==> config.mk <==
export PLATFORM = sky130hd
export DESIGN_NAME = pool_alloc
export DESIGN_NICKNAME = d
export VERILOG_FILES = /design/src/rtl/pool_alloc_pkg.sv /design/src/rtl/pool_slot.sv /design/src/rtl/pool_classify.sv /design/src/rtl/pool_alloc.sv
export SDC_FILE = /design/constraint.sdc
export NUM_CORES = 1
export LEC_CHECK = 0
export BUFFER_PORTS_ARGS = -buffer_cell sky130_fd_sc_hd__buf_4
export CORE_ASPECT_RATIO = 0.8
export CORE_UTILIZATION = 35
export DETAILED_ROUTE_END_ITERATION = 6
export SYNTH_ARGS = -nofsm -noshare
export SYNTH_HDL_FRONTEND = slang
export SYNTH_SLANG_ARGS = --single-unit
export TNS_END_PERCENT = 10
==> constraint.sdc <==
create_clock -name clk -period 4.9 [get_ports clk]
set_clock_uncertainty 0.05 [all_clocks]
set_input_delay 0.49 -clock clk [delete_from_list [all_inputs] [get_ports clk]]
set_output_delay 0.49 -clock clk [all_outputs]
set_load 0.005 [all_outputs]
==> src/rtl/pool_alloc_pkg.sv <==
package pool_alloc_pkg;

  // Population count over a word of up to 32 flags.
  function automatic int unsigned pop32(input logic [31:0] v);
    int unsigned c;
    c = 0;
    for (int k = 0; k < 32; k++) c += 32'(v[k]);
    return c;
  endfunction

endpackage

==> src/rtl/pool_slot.sv <==
module pool_slot #(
  parameter int ID     = 0,
  parameter int CW     = 3,
  parameter int RANK_W = 2,
  parameter int BANK_W = 3,
  parameter int ROW_W  = 14
) (
  input  logic              clk,
  input  logic              rst_n,
  input  logic              take,
  input  logic              ret,
  input  logic              adv,
  input  logic [CW-1:0]     below,
  input  logic [CW-1:0]     idle_cnt,
  input  logic [CW-1:0]     join_pos,
  input  logic [RANK_W-1:0] new_rank,
  input  logic [BANK_W-1:0] new_bank,
  input  logic [ROW_W-1:0]  new_row,
  output logic              idle_o,
  output logic              grant_o,
  output logic [CW-1:0]     pos_o,
  output logic [RANK_W-1:0] rank_o,
  output logic [BANK_W-1:0] bank_o,
  output logic [ROW_W-1:0]  row_o
);

  logic              idle_q, idle_d;
  logic [CW-1:0]     pos_q, pos_d;
  logic              load;
  logic              head;
  logic [RANK_W-1:0] rank_q;
  logic [BANK_W-1:0] bank_q;
  logic [ROW_W-1:0]  row_q;

  assign head    = idle_q && (pos_q == '0);
  assign grant_o = take && head;

  always_comb begin
    idle_d = idle_q;
    pos_d  = pos_q;
    load   = 1'b0;
    if (ret && !idle_q) begin
      idle_d = 1'b1;
      pos_d  = idle_cnt + below - CW'(take);
    end else if (idle_q && take) begin
      if (head) begin
        idle_d = 1'b0;
        pos_d  = join_pos;
        load   = 1'b1;
      end else begin
        pos_d = pos_q - CW'(1);
      end
    end else if (!idle_q && adv) begin
      pos_d = pos_q - CW'(1);
    end
  end

  always_ff @(posedge clk or negedge rst_n) begin
    if (!rst_n) begin
      idle_q <= 1'b1;
      pos_q  <= CW'(ID);
    end else begin
      idle_q <= idle_d;
      pos_q  <= pos_d;
    end
  end

  always_ff @(posedge clk or negedge rst_n) begin
    if (!rst_n) begin
      rank_q <= '0;
      bank_q <= '0;
      row_q  <= '0;
    end else if (load) begin
      rank_q <= new_rank;
      bank_q <= new_bank;
      row_q  <= new_row;
    end
  end

  assign idle_o = idle_q;
  assign pos_o  = pos_q;
  assign rank_o = rank_q;
  assign bank_o = bank_q;
  assign row_o  = row_q;

endmodule

==> src/rtl/pool_classify.sv <==
module pool_classify
  import pool_alloc_pkg::*;
#(
  parameter int NUM_MACH = 4,
  parameter int CW       = 3,
  parameter int RANK_W   = 2,
  parameter int BANK_W   = 3,
  parameter int ROW_W    = 14
) (
  input  logic [NUM_MACH-1:0]        idle_vec,
  input  logic [NUM_MACH*RANK_W-1:0] rank_flat,
  input  logic [NUM_MACH*BANK_W-1:0] bank_flat,
  input  logic [NUM_MACH*ROW_W-1:0]  row_flat,
  input  logic [NUM_MACH*CW-1:0]     pos_flat,
  input  logic [NUM_MACH-1:0]        ret_vec,
  input  logic [RANK_W-1:0]          off_rank,
  input  logic [BANK_W-1:0]          off_bank,
  input  logic [ROW_W-1:0]           off_row,
  output logic [CW-1:0]              hit_cnt,
  output logic [CW-1:0]              join_pos,
  output logic                       row_hit
);

  logic [NUM_MACH-1:0] match;
  logic                q_ret;

  always_comb begin
    for (int i = 0; i < NUM_MACH; i++) begin
      match[i] = !idle_vec[i] &&
                 (rank_flat[i*RANK_W +: RANK_W] == off_rank) &&
                 (bank_flat[i*BANK_W +: BANK_W] == off_bank);
    end
    hit_cnt  = CW'(pop32(32'(match)));
    q_ret    = |(match & ret_vec);
    join_pos = hit_cnt - CW'(q_ret);
    row_hit  = 1'b0;
    for (int i = 0; i < NUM_MACH; i++) begin
      if (match[i] && (pos_flat[i*CW +: CW] == hit_cnt - CW'(1)) &&
          (row_flat[i*ROW_W +: ROW_W] == off_row))
        row_hit = 1'b1;
    end
  end

endmodule

==> src/rtl/pool_alloc.sv <==
module pool_alloc
  import pool_alloc_pkg::*;
#(
  parameter int NUM_MACH = 4,
  parameter int RANK_W   = 2,
  parameter int BANK_W   = 3,
  parameter int ROW_W    = 14,
  localparam int CW      = $clog2(NUM_MACH + 1)
) (
  input  logic                   clk,
  input  logic                   rst_n,
  input  logic                   req_valid,
  input  logic [RANK_W-1:0]      req_rank,
  input  logic [BANK_W-1:0]      req_bank,
  input  logic [ROW_W-1:0]       req_row,
  input  logic                   prd_pending,
  input  logic [RANK_W-1:0]      prd_rank,
  input  logic [BANK_W-1:0]      prd_bank,
  input  logic [NUM_MACH-1:0]    retire,
  output logic                   accept,
  output logic [NUM_MACH-1:0]    grant,
  output logic [NUM_MACH-1:0]    idle_vec,
  output logic [CW-1:0]          idle_cnt,
  output logic [NUM_MACH*CW-1:0] pos_flat,
  output logic [CW-1:0]          hit_cnt,
  output logic [CW-1:0]          join_pos,
  output logic                   row_hit
);

  logic [NUM_MACH*RANK_W-1:0] rank_flat;
  logic [NUM_MACH*BANK_W-1:0] bank_flat;
  logic [NUM_MACH*ROW_W-1:0]  row_flat;
  logic [NUM_MACH-1:0]        eff_ret;
  logic [NUM_MACH-1:0]        adv;
  logic                       avail;
  logic                       take;
  logic [RANK_W-1:0]          off_rank;
  logic [BANK_W-1:0]          off_bank;
  logic [ROW_W-1:0]           off_row;

  assign idle_cnt = CW'(pop32(32'(idle_vec)));
  assign avail    = (idle_cnt != '0);
  assign accept   = avail && !prd_pending;
  assign take     = avail && (prd_pending || req_valid);
  assign eff_ret  = retire & ~idle_vec;
  assign off_rank = prd_pending ? prd_rank : req_rank;
  assign off_bank = prd_pending ? prd_bank : req_bank;
  assign off_row  = prd_pending ? '0 : req_row;

  pool_classify #(
    .NUM_MACH(NUM_MACH), .CW(CW), .RANK_W(RANK_W), .BANK_W(BANK_W), .ROW_W(ROW_W)
  ) u_classify (
    .idle_vec (idle_vec),
    .rank_flat(rank_flat),
    .bank_flat(bank_flat),
    .row_flat (row_flat),
    .pos_flat (pos_flat),
    .ret_vec  (eff_ret),
    .off_rank (off_rank),
    .off_bank (off_bank),
    .off_row  (off_row),
    .hit_cnt  (hit_cnt),
    .join_pos (join_pos),
    .row_hit  (row_hit)
  );

  for (genvar g = 0; g < NUM_MACH; g++) begin : g_slot
    logic [CW-1:0] below;
    assign below = CW'(pop32(32'(eff_ret) & ((32'd1 << g) - 32'd1)));

    // Another busy machine of the same rank-bank queue retires this cycle.
    always_comb begin
      adv[g] = 1'b0;
      for (int j = 0; j < NUM_MACH; j++) begin
        if (j != g && eff_ret[j] &&
            rank_flat[j*RANK_W +: RANK_W] == rank_flat[g*RANK_W +: RANK_W] &&
            bank_flat[j*BANK_W +: BANK_W] == bank_flat[g*BANK_W +: BANK_W])
          adv[g] = 1'b1;
      end
    end

    pool_slot #(
      .ID(g), .CW(CW), .RANK_W(RANK_W), .BANK_W(BANK_W), .ROW_W(ROW_W)
    ) u_slot (
      .clk     (clk),
      .rst_n   (rst_n),
      .take    (take),
      .ret     (retire[g]),
      .adv     (adv[g]),
      .below   (below),
      .idle_cnt(idle_cnt),
      .join_pos(join_pos),
      .new_rank(off_rank),
      .new_bank(off_bank),
      .new_row (off_row),
      .idle_o  (idle_vec[g]),
      .grant_o (grant[g]),
      .pos_o   (pos_flat[g*CW +: CW]),
      .rank_o  (rank_flat[g*RANK_W +: RANK_W]),
      .bank_o  (bank_flat[g*BANK_W +: BANK_W]),
      .row_o   (row_flat[g*ROW_W +: ROW_W])
    );
  end

endmodule

==> flow_summary.toml, run 1 <==
[drt]
vias = 5504
vias_per_cell = 5.20
drt_pass1_iterations = 5
routed_wl_um = 18100
routedWlPerCell_um = 17.1
drtAntennaViolNets = 0
drt_iter0_drc = 444
drc = 0

[floorplanning]
die_area_mm2 = 0.0192
die_x_um = 155
initial_core_util_pct = 35.9
die_y_um = 124
ios = 63
core_area_mm2 = 0.0182
rows = 44

[clocking]
clock_path_buffers = 2
clk_transition_reported_paths_ns = 0.07
worst_skew_pair.late_latency_ns = 0.36
postCtsHoldBufs = 0
cts_tree = "done"
cts_max_level = 3
cts_buffers = 9
root_buffer = "clkbuf_16"
cts.sinks = 92

[global_routing]
grt_max_degree = 59
antenna_found_initial = 1
grt_pass1_wl_um = 29600
grt_pass1_vias = 5269
gr-total-overflow = 0
track_usage_pct = 19.8

[pwr]
power.internal_w = 0.00261
p_comb_share_pct = 50.8
ir_worst_vdd_mv = 0.246
leakage_nw = 3.39
power.switching_w = 0.00209
swShare_pct = 44.5
p_clk_share_pct = 15.7
p_per_area_mw_per_mm2 = 617
seq_power_share_pct = 33.4

[setup_path]
cp-start-kind = "input port"
critical_path.cell_chain = "buf_12, mux2i_4, xor2_1, nand4_1, or3_4, inv_1, ha_1, inv_2, fa_2, inv_1, ha_4, inv_2, ha_4, xor2_1, nand3_1, or4_4, nor4_4, or4_4, buf_4"
endpoint_kind = "primary output"
slowest_delay_ns = 0.56
critical_path_arrival_ns = 4.20
required_ns = 4.36
path_class = "in2out"
cp_max_fo = 6
worst_path_max_delay_cell = "or4_4"

[run]
drv_cap = 0

[synth]
ys_warn_count = 0
synth_edf_count = 0
synth-seq-area-share_pct = 35.4
yosys.area.top_type = "dfrtp_1"
synth_top_area_share_pct = 32.1
synthCells = 769
ys_types = 50
avgSynthCellArea_um2 = 8.50
synthFlopType = "dfrtp_1"
async_flop_share_pct = 100
ys_seq_elements = 92
syn-num-nets = 832
ys_top_cells_by_area = "dfrtp_1, xor2_1, o21ai_0, nand2_1, xnor2_1"
syn_area_mm2 = 0.00654

[worst_hold_path]
min_path_type = "in2async"

[timing]
hold_viol_final = 0
worstMarginPinSlew_ns = 0.905
setup_ws_ns = 0.158
slew_headroom_pct = 39.5
setup_tns_ns = 0
slew_violations = 0
setup_viol_count_final = 0
fin_crit_ns = 4.74
rsz0062_at_grt = "false"
fmax_mhz = 211
period_share_pct = 96.8

[placed_design]
dpl_cell_area_mm2 = 0.00720
hpwl_um = 13300
gp_congestion = 0.873
placedCellCount = 1039
preCtsSetupSlack_ns = -0.0910
portBuffers = 62

[final_layout]
fin_area_mm2 = 0.00761
drive_gt1_share_pct = 16.5
finalNonFillerCells = 1058
syn_to_final_growth_pct = 16.3
fill_cells = 1854
multi_input_area_mm2 = 0.00378
seq_area_mm2 = 0.00231
fin_nets = 862

[outcome]
status = "complete, no violations"
timing repair:
| action | in CTS | in global routing |
|---|---|---|
| endpoints found under the hold margin | 0 | 0 |
| resized for setup | 3 | 15 |
| setup endpoints to repair | 1 | 1 |
| pin swaps | 0 | 5 |
| setup buffers | 1 | 1 |
synthesized netlist by cell type, types with 6 or more instances:
cell	n
nand3_1	23
o32ai_1	18
buf_1	7
clkbuf_1	37
nor4bb_1	20
o22ai_1	7
xnor2_1	45
a311oi_1	6
nor4_1	7
a31oi_1	20
nand2_1	112
ha_1	25
fa_1	6
dfrtp_1	84
buf_2	16
nor3_1	10
o21ai_0	87
inv_1	47
nor2_1	54
a21oi_1	10
xor2_1	50
buf_4	9
dfstp_2	8
per-stage QoR:
stage	power, W	util [%]	hold slack (ns)
2_1_floorplan	0.00321	-	0.144
3_3_place_gp	0.00389	39.5	0.434
3_5_place_dp	0.00394	39.5	0.443
4_1_cts	0.00470	41.3	0.200
5_1_grt	0.00512	41.7	0.236
6_report	0.00470	41.7	0.170
cells by family (layout without fill, tap and decap cells):
logic type	count (synthesis)	after routing	share of synthesized area [%]
fa+ha+maj	31	31	6.62
other cells	0	1	0
flops	92	92	35.4
compound gates	177	177	17.3
buf+inv	119	154	7.79
simple gates	246	246	17.8
mux	8	8	2.18
xor+xnor	96	96	13.0
flip-flops by register name, indices dropped and copies added (netlist names):
register	flops
g_slot.u_slot.idle_o	4
g_slot.u_slot.pos_o	12
g_slot.u_slot.bank_o	12
g_slot.u_slot.row_o	56
g_slot.u_slot.rank_o	8
critical path: cells and delay by family:
kind / cells / cell delay [ns]
and+or+nand+nor: 6 / 1.61
buffers and inverters: 6 / 0.50
adders and majority gates: 4 / 0.99
muxes: 1 / 0.27
xor gates and xnor gates: 2 / 0.34
placed cells by master (no fill, tap or decap), types with 10 or more instances in the layout:
| cell type | count |
|---|---|
| nand2_1 | 112 |
| o21ai_0 | 87 |
| buf_4 | 87 |
| dfrtp_1 | 84 |
| nor2_1 | 54 |
| xor2_1 | 50 |
| inv_1 | 45 |
| xnor2_1 | 45 |
| ha_1 | 23 |
| nand3_1 | 22 |
| nor4bb_1 | 20 |
| a31oi_1 | 20 |
| o32ai_1 | 18 |
| nor3_1 | 10 |
| a21oi_1 | 10 |
layout make-up:
class | instances | area share [%]
multi-input combinational | 558 | 49.7
clock buffer | 9 | 2.96
tap | 253 | 4.16
antenna | 1 | 0.0329
sequential | 92 | 30.4
timing repair buffer | 90 | 9.26
inverter | 48 | 2.37
clock inverter | 7 | 1.09
power by group through the flow:
stage	Clock (W)	Sequential [W]	Combinational [W]
after floorplan	0	0.00133	0.00188
after global placement	0	0.00158	0.00231
after detailed placement	0	0.00158	0.00236
after CTS	0.000756	0.00157	0.00238
after global routing	0.000791	0.00163	0.00270
final	0.000738	0.00157	0.00239
per-layer routing:
| layer | up-vias | track usage [%] | wire length (um) |
|---|---|---|---|
| li1 | 2710 | - | - |
| met1 | 2656 | 30.5 | 9530 |
| met2 | 121 | 27.9 | 7600 |
| met3 | 17 | 4.28 | 758 |
| met4 | 0 | 4.72 | 199 |
| met5 | - | 0 | 0 |
final timing paths:
path	slack, ns	cells past startpoint	from	end
min in group clk	0.34	3	retire[2]	g_slot[2].u_slot.idle_o
hold / removal	0.17	1	rst_n	g_slot[0].u_slot.rank_o[0]
max in group asynchronous	3.64	2	rst_n	g_slot[2].u_slot.pos_o[1]
hold reg to reg	0.46	2	g_slot[3].u_slot.row_o[13]	g_slot[3].u_slot.row_o[13]
setup / recovery	0.16	19	prd_pending	row_hit
setup reg to reg	0.69	15	g_slot[3].u_slot.idle_o	g_slot[3].u_slot.pos_o[1]
(Power assumes the default switching activity.)
==> run 2: changes to the inputs <==
--- a/config.mk
+++ b/config.mk
@@ -9,6 +9,7 @@
 export CORE_ASPECT_RATIO = 0.8
 export CORE_UTILIZATION = 35
 export DETAILED_ROUTE_END_ITERATION = 6
+export RECOVER_POWER = 25
 export SYNTH_ARGS = -nofsm -noshare
 export SYNTH_HDL_FRONTEND = slang
 export SYNTH_SLANG_ARGS = --single-unit
==> flow_summary.toml, run 2 (synthesis gave the netlist of run 1 again) <==
[timing]
worstMarginPinSlew_ns = 3.36
hold_viol_final = 0
rsz0062_at_grt = "false"
fin_crit_ns = 4.74
setup_viol_count_final = 0
slew_violations = 59
fin_hold_ws_ns = 0.336
period_share_pct = 96.6
slew_headroom_pct = -124
setup_ws_ns = 0.165
fmax_mhz = 211

[final_layout]
final_common_cell = "nand2_1"
final_cell_mix = "nand2_1, o21ai_0, buf_4"
syn_to_final_growth_pct = 16.3
largest_register_ffs = 56
fin_nets = 862
drive_gt1_share_pct = 16.4
fill_cells = 1855
fin_area_mm2 = 0.00760

[setup_path]
endpoint_kind = "primary output"
cp_max_fo = 6
worst_path_max_delay_cell = "or4_4"
path_class = "in2out"
r2r-start = "g_slot[3].u_slot.idle_o"
cp-start-kind = "input port"
reg2reg_to = "g_slot[3].u_slot.pos_o[1]"
rrSetupSlack_ns = 0.69
critical_path_arrival_ns = 4.20
r2r_cells = 15
slowest_delay_ns = 0.56
required_ns = 4.36
setup.worst_path.start = "prd_pending"
critical_path.cell_chain = "buf_12, mux2i_4, xor2_1, nand4_1, or3_4, inv_1, ha_1, inv_2, fa_2, inv_1, ha_4, inv_2, ha_4, xor2_1, nand3_1, or4_4, nor4_4, or4_4, buf_4"

[pwr]
power.switching_w = 0.00209
seq_power_share_pct = 33.4
ir_worst_vdd_mv = 0.246
p_comb_share_pct = 50.8
p_clk_share_pct = 15.7
swShare_pct = 44.4
power.internal_w = 0.00261
leakage_nw = 3.39
p_per_area_mw_per_mm2 = 618

[floorplanning]
die_area_mm2 = 0.0192
ios = 63
die_x_um = 155
core_area_mm2 = 0.0182
initial_core_util_pct = 35.9
rows = 44
die_y_um = 124

[global_routing]
antenna_found_initial = 1
gr-total-overflow = 0
grt_max_degree = 59
track_usage_pct = 19.8
grt_pass1_wl_um = 29600
grt_pass1_vias = 5269

[drt]
routedWlPerCell_um = 17.1
drtAntennaViolNets = 0
drt_iter0_drc = 445
drt_pass1_iterations = 5
drc = 0
vias_per_cell = 5.21
vias = 5507
routed_wl_um = 18100

[clocking]
root_buffer = "clkbuf_16"
worst_skew_pair.late_latency_ns = 0.36
clock_path_buffers = 2
clk_transition_reported_paths_ns = 0.07
cts_max_level = 3
cts.sinks = 92
cts_buffers = 9
cts_tree = "done"

[placed_design]
portBuffers = 62
dpl_cell_area_mm2 = 0.00720
hpwl_um = 13300
gp_congestion = 0.873
preCtsSetupSlack_ns = -0.0910

[worst_hold_path]
min_path_type = "in2reg"
min-delay-start = "retire[2]"
min_to = "g_slot[2].u_slot.idle_o"
hold_depth = 3

[outcome]
status = "complete, but fails checks"
violations = "capacitance limit, slew limit"

[run]
drv_cap = 1
-- run 2: cell types whose count changed in the layout (fill, tap and decap cells not counted), sizes merged --
cell / previous run / this run
clkbuf: 9 / 10
buf: 90 / 89
-- run 2: timing repair --
item,4_1_cts,5_1_grt
hold buffers,0,0
gates resized for setup,3,15
gates cloned,0,0
setup buffers,1,1
endpoints found under the setup margin,1,1
pin swaps,0,5
-- run 2: stage by stage --
stage	utilization (%)	total power (W)	setup TNS, ns	cells
after floorplan	-	0.00321	0	769
after global placement	39.5	0.00389	0	1039
after detailed placement	39.5	0.00394	-0.0910	1039
after CTS	41.3	0.00470	0	1056
after global routing	41.7	0.00512	0	1057
final	41.7	0.00470	0	1058
-- run 2: power by group through the flow --
stage | combinational [W] | clock (W) | sequential [W]
after detailed placement | 0.00236 | 0 | 0.00158
after global routing | 0.00270 | 0.000791 | 0.00163
after global placement | 0.00231 | 0 | 0.00158
final | 0.00239 | 0.000738 | 0.00157
after floorplan | 0.00188 | 0 | 0.00133
after CTS | 0.00238 | 0.000756 | 0.00157
-- run 2: cell type report --
| type | instances | area, um2 | share of cell area (%) |
|---|---|---|---|
| timing repair buffer | 90 | 701 | 9.22 |
| clock inverter | 7 | 82.6 | 1.09 |
| tap | 253 | 317 | 4.16 |
| antenna | 1 | 2.50 | 0.0329 |
| clock buffer | 9 | 225 | 2.96 |
| sequential | 92 | 2310 | 30.4 |
| inverter | 48 | 180 | 2.37 |
| multi-input combinational | 558 | 3780 | 49.8 |
-- run 2: routing by layer --
metal | GRT usage (%) | wire, um
met1 | 30.5 | 9460
met4 | 4.72 | 199
met2 | 27.9 | 7580
met3 | 4.28 | 840
met5 | 0 | 0
-- run 2: critical path: cells and delay by family --
kind,cells,cell delay [ns]
buf+inv,6,0.50
mux,1,0.27
simple gates,6,1.60
fa+ha+maj,4,0.99
xor+xnor,2,0.34
-- run 2: worst max path at each step --
| stage | end | slack, ns | cells past startpoint |
|---|---|---|---|
| after floorplan | row_hit | 0.38 | 18 |
| after CTS | row_hit | 0.02 | 19 |
| after global placement | row_hit | 0.04 | 19 |
| after global routing | row_hit | 0.007 | 17 |
| after detailed placement | row_hit | -0.09 | 19 |
| final | row_hit | 0.16 | 19 |
==> run 3: changes to the inputs <==
==> constraint.sdc (replaced) <==
create_clock -name clk -period 4.8 [get_ports clk]
set_clock_uncertainty 0.05 [all_clocks]
set_input_delay 0.48 -clock clk [delete_from_list [all_inputs] [get_ports clk]]
set_output_delay 0.48 -clock clk [all_outputs]
set_load 0.005 [all_outputs]
==> flow_summary.toml, run 3 (synthesis gave the netlist of run 1 again) <==
[pwr]
leakage_nw = 3.46
p_per_area_mw_per_mm2 = 633
ir_worst_vdd_mv = 0.243
power.switching_w = 0.00214
p_comb_share_pct = 50.3
power.internal_w = 0.00274
p_clk_share_pct = 16.8
swShare_pct = 43.9
seq_power_share_pct = 32.9

[clocking]
cts_buffers = 9
clock_path_buffers = 2
cts.sinks = 92
cts_max_level = 3
cts_tree = "done"
postCtsHoldBufs = 0
worst_skew_pair.late_latency_ns = 0.36
root_buffer = "clkbuf_16"
clk_transition_reported_paths_ns = 0.07

[timing]
fmax_mhz = 214
setup_viol_count_final = 0
hold_viol_final = 0
worstMarginPinSlew_ns = 3.45
fin_crit_ns = 4.68
slew_headroom_pct = -130
slew_violations = 63
period_share_pct = 97.4

[setup_path]
critical_path_arrival_ns = 4.15
r2r_cells = 14
path_class = "reg2out"
critical_path.cell_chain = "xnor2_1, nor4_2, buf_4, nand3_2, inv_1, ha_1, inv_1, fa_2, inv_1, ha_1, inv_1, ha_4, xor2_1, nand3_1, or4_4, nor4_2, or4_4, buf_4"
cpMostUsedCell = "inv_1"
worst_path_max_delay_cell = "or4_4"
setup.worst_path.start = "g_slot[0].u_slot.bank_o[2]"
r2r-start = "g_slot[3].u_slot.idle_o"
cp-start-kind = "flip-flop"
reg2reg_to = "g_slot[3].u_slot.pos_o[1]"
required_ns = 4.27
slowest_delay_ns = 0.54
cp_max_fo = 5
rrSetupSlack_ns = 0.74
endpoint_kind = "primary output"

[worst_hold_path]
hold_depth = 3
min-delay-start = "retire[2]"
min_to = "g_slot[2].u_slot.idle_o"
min_path_type = "in2reg"

[drt]
drc = 0
vias = 5594
routed_wl_um = 18300
wl_met2_um = 7820
drtAntennaViolNets = 0
drt_iter0_drc = 425
routedWlPerCell_um = 17.1
top_layer = "met4"
met1_length_um = 9380
vias_per_cell = 5.23
drt_pass1_iterations = 5
met3RoutedLength_um = 924

[floorplanning]
ios = 63
die_y_um = 124
die_area_mm2 = 0.0192
rows = 44
core_area_mm2 = 0.0182
initial_core_util_pct = 35.9
die_x_um = 155

[final_layout]
final_cell_mix = "nand2_1, buf_4, o21ai_0"
largest_register_ffs = 56
syn_to_final_growth_pct = 17.9
n_antenna_cell = 0
final_common_cell = "nand2_1"
drive_gt1_share_pct = 17.9
fin_nets = 874
fin_area_mm2 = 0.00771
finalNonFillerCells = 1069
final_core_util_pct = 42.3
fill_cells = 1836

[placed_design]
portBuffers = 62
placedCellCount = 1047
hpwl_um = 13300
dpl_cell_area_mm2 = 0.00725
gp_congestion = 0.878

[global_routing]
grt_pass1_wl_um = 29500
grt_pass1_vias = 5218
gr-total-overflow = 0
grt_max_degree = 63
track_usage_pct = 19.7
antenna_found_initial = 0

[outcome]
violations = "capacitance limit, slew limit"
status = "complete, but fails checks"

[run]
drv_cap = 1
==> run 3: changes by cell type in the layout (fill, tap and decap cells not counted), moves of 2 or more <==
| cell | change |
|---|---|
| buf_4 | +13 |
| nor4_2 | +4 |
| nor4_1 | -3 |
| inv_6 | -2 |
==> run 3: per-layer routing <==
metal | global-route usage, % | vias to the layer above
met3 | 4.21 | 10
met1 | 30.3 | 2713
met2 | 28.2 | 141
li1 | - | 2730
met5 | 0 | -
met4 | 3.73 | 0
==> run 3: worst max path at each step <==
| stage | slack, ns | endpoint | cells past startpoint |
|---|---|---|---|
| floorplan | 0.30 | row_hit | 18 |
| global placement | -0.005 | row_hit | 19 |
| detailed placement | -0.11 | row_hit | 19 |
| CTS | 0.003 | row_hit | 17 |
| global route | -0.06 | row_hit | 21 |
| finish | 0.12 | row_hit | 18 |
==> run 3: critical path: cells and delay by family, from the launching register on <==
kind,cells,cell delay [ns]
buffers and inverters,6,0.55
adder cells (fa/ha/maj),4,1.01
flip-flops,1,0.47
XOR/XNOR,2,0.35
AND/OR/NAND/NOR,6,1.42
==> run 3: power by group through the flow <==
| stage | clock, W | combinational, W | sequential (W) |
|---|---|---|---|
| floorplan | 0 | 0.00191 | 0.00136 |
| global placement | 0 | 0.00235 | 0.00160 |
| detailed placement | 0 | 0.00240 | 0.00161 |
| CTS | 0.000839 | 0.00242 | 0.00160 |
| global route | 0.000868 | 0.00277 | 0.00165 |
| finish | 0.000822 | 0.00245 | 0.00160 |
==> run 3: final cells by class <==
class | instances | area, um2 | share of cell area (%)
Tap cell | 253 | 317 | 4.11
Timing Repair Buffer | 102 | 778 | 10.1
Multi-Input combinational cell | 558 | 3780 | 49.1
Inverter | 48 | 180 | 2.34
Sequential cell | 92 | 2310 | 30.0
Clock buffer | 10 | 239 | 3.10
Clock inverter | 6 | 96.3 | 1.25
==> run 3: per-stage QoR <==
step                setup slack [ns]  hold WS, ns  power (W)  TNS (ns)
floorplan                      0.300        0.134    0.00328         0
global placement            -0.00504        0.434    0.00396  -0.00504
detailed placement            -0.108        0.442    0.00401    -0.108
CTS                          0.00259        0.194    0.00486         0
global route                 -0.0642        0.324    0.00529   -0.0642
finish                         0.123        0.308    0.00488         0
==> run 3: repair_timing <==
action                                  CTS  global route
resized for setup                         3            15
endpoints found under the setup margin    1             1
pin swaps                                 0             7
buffers inserted                          3             3
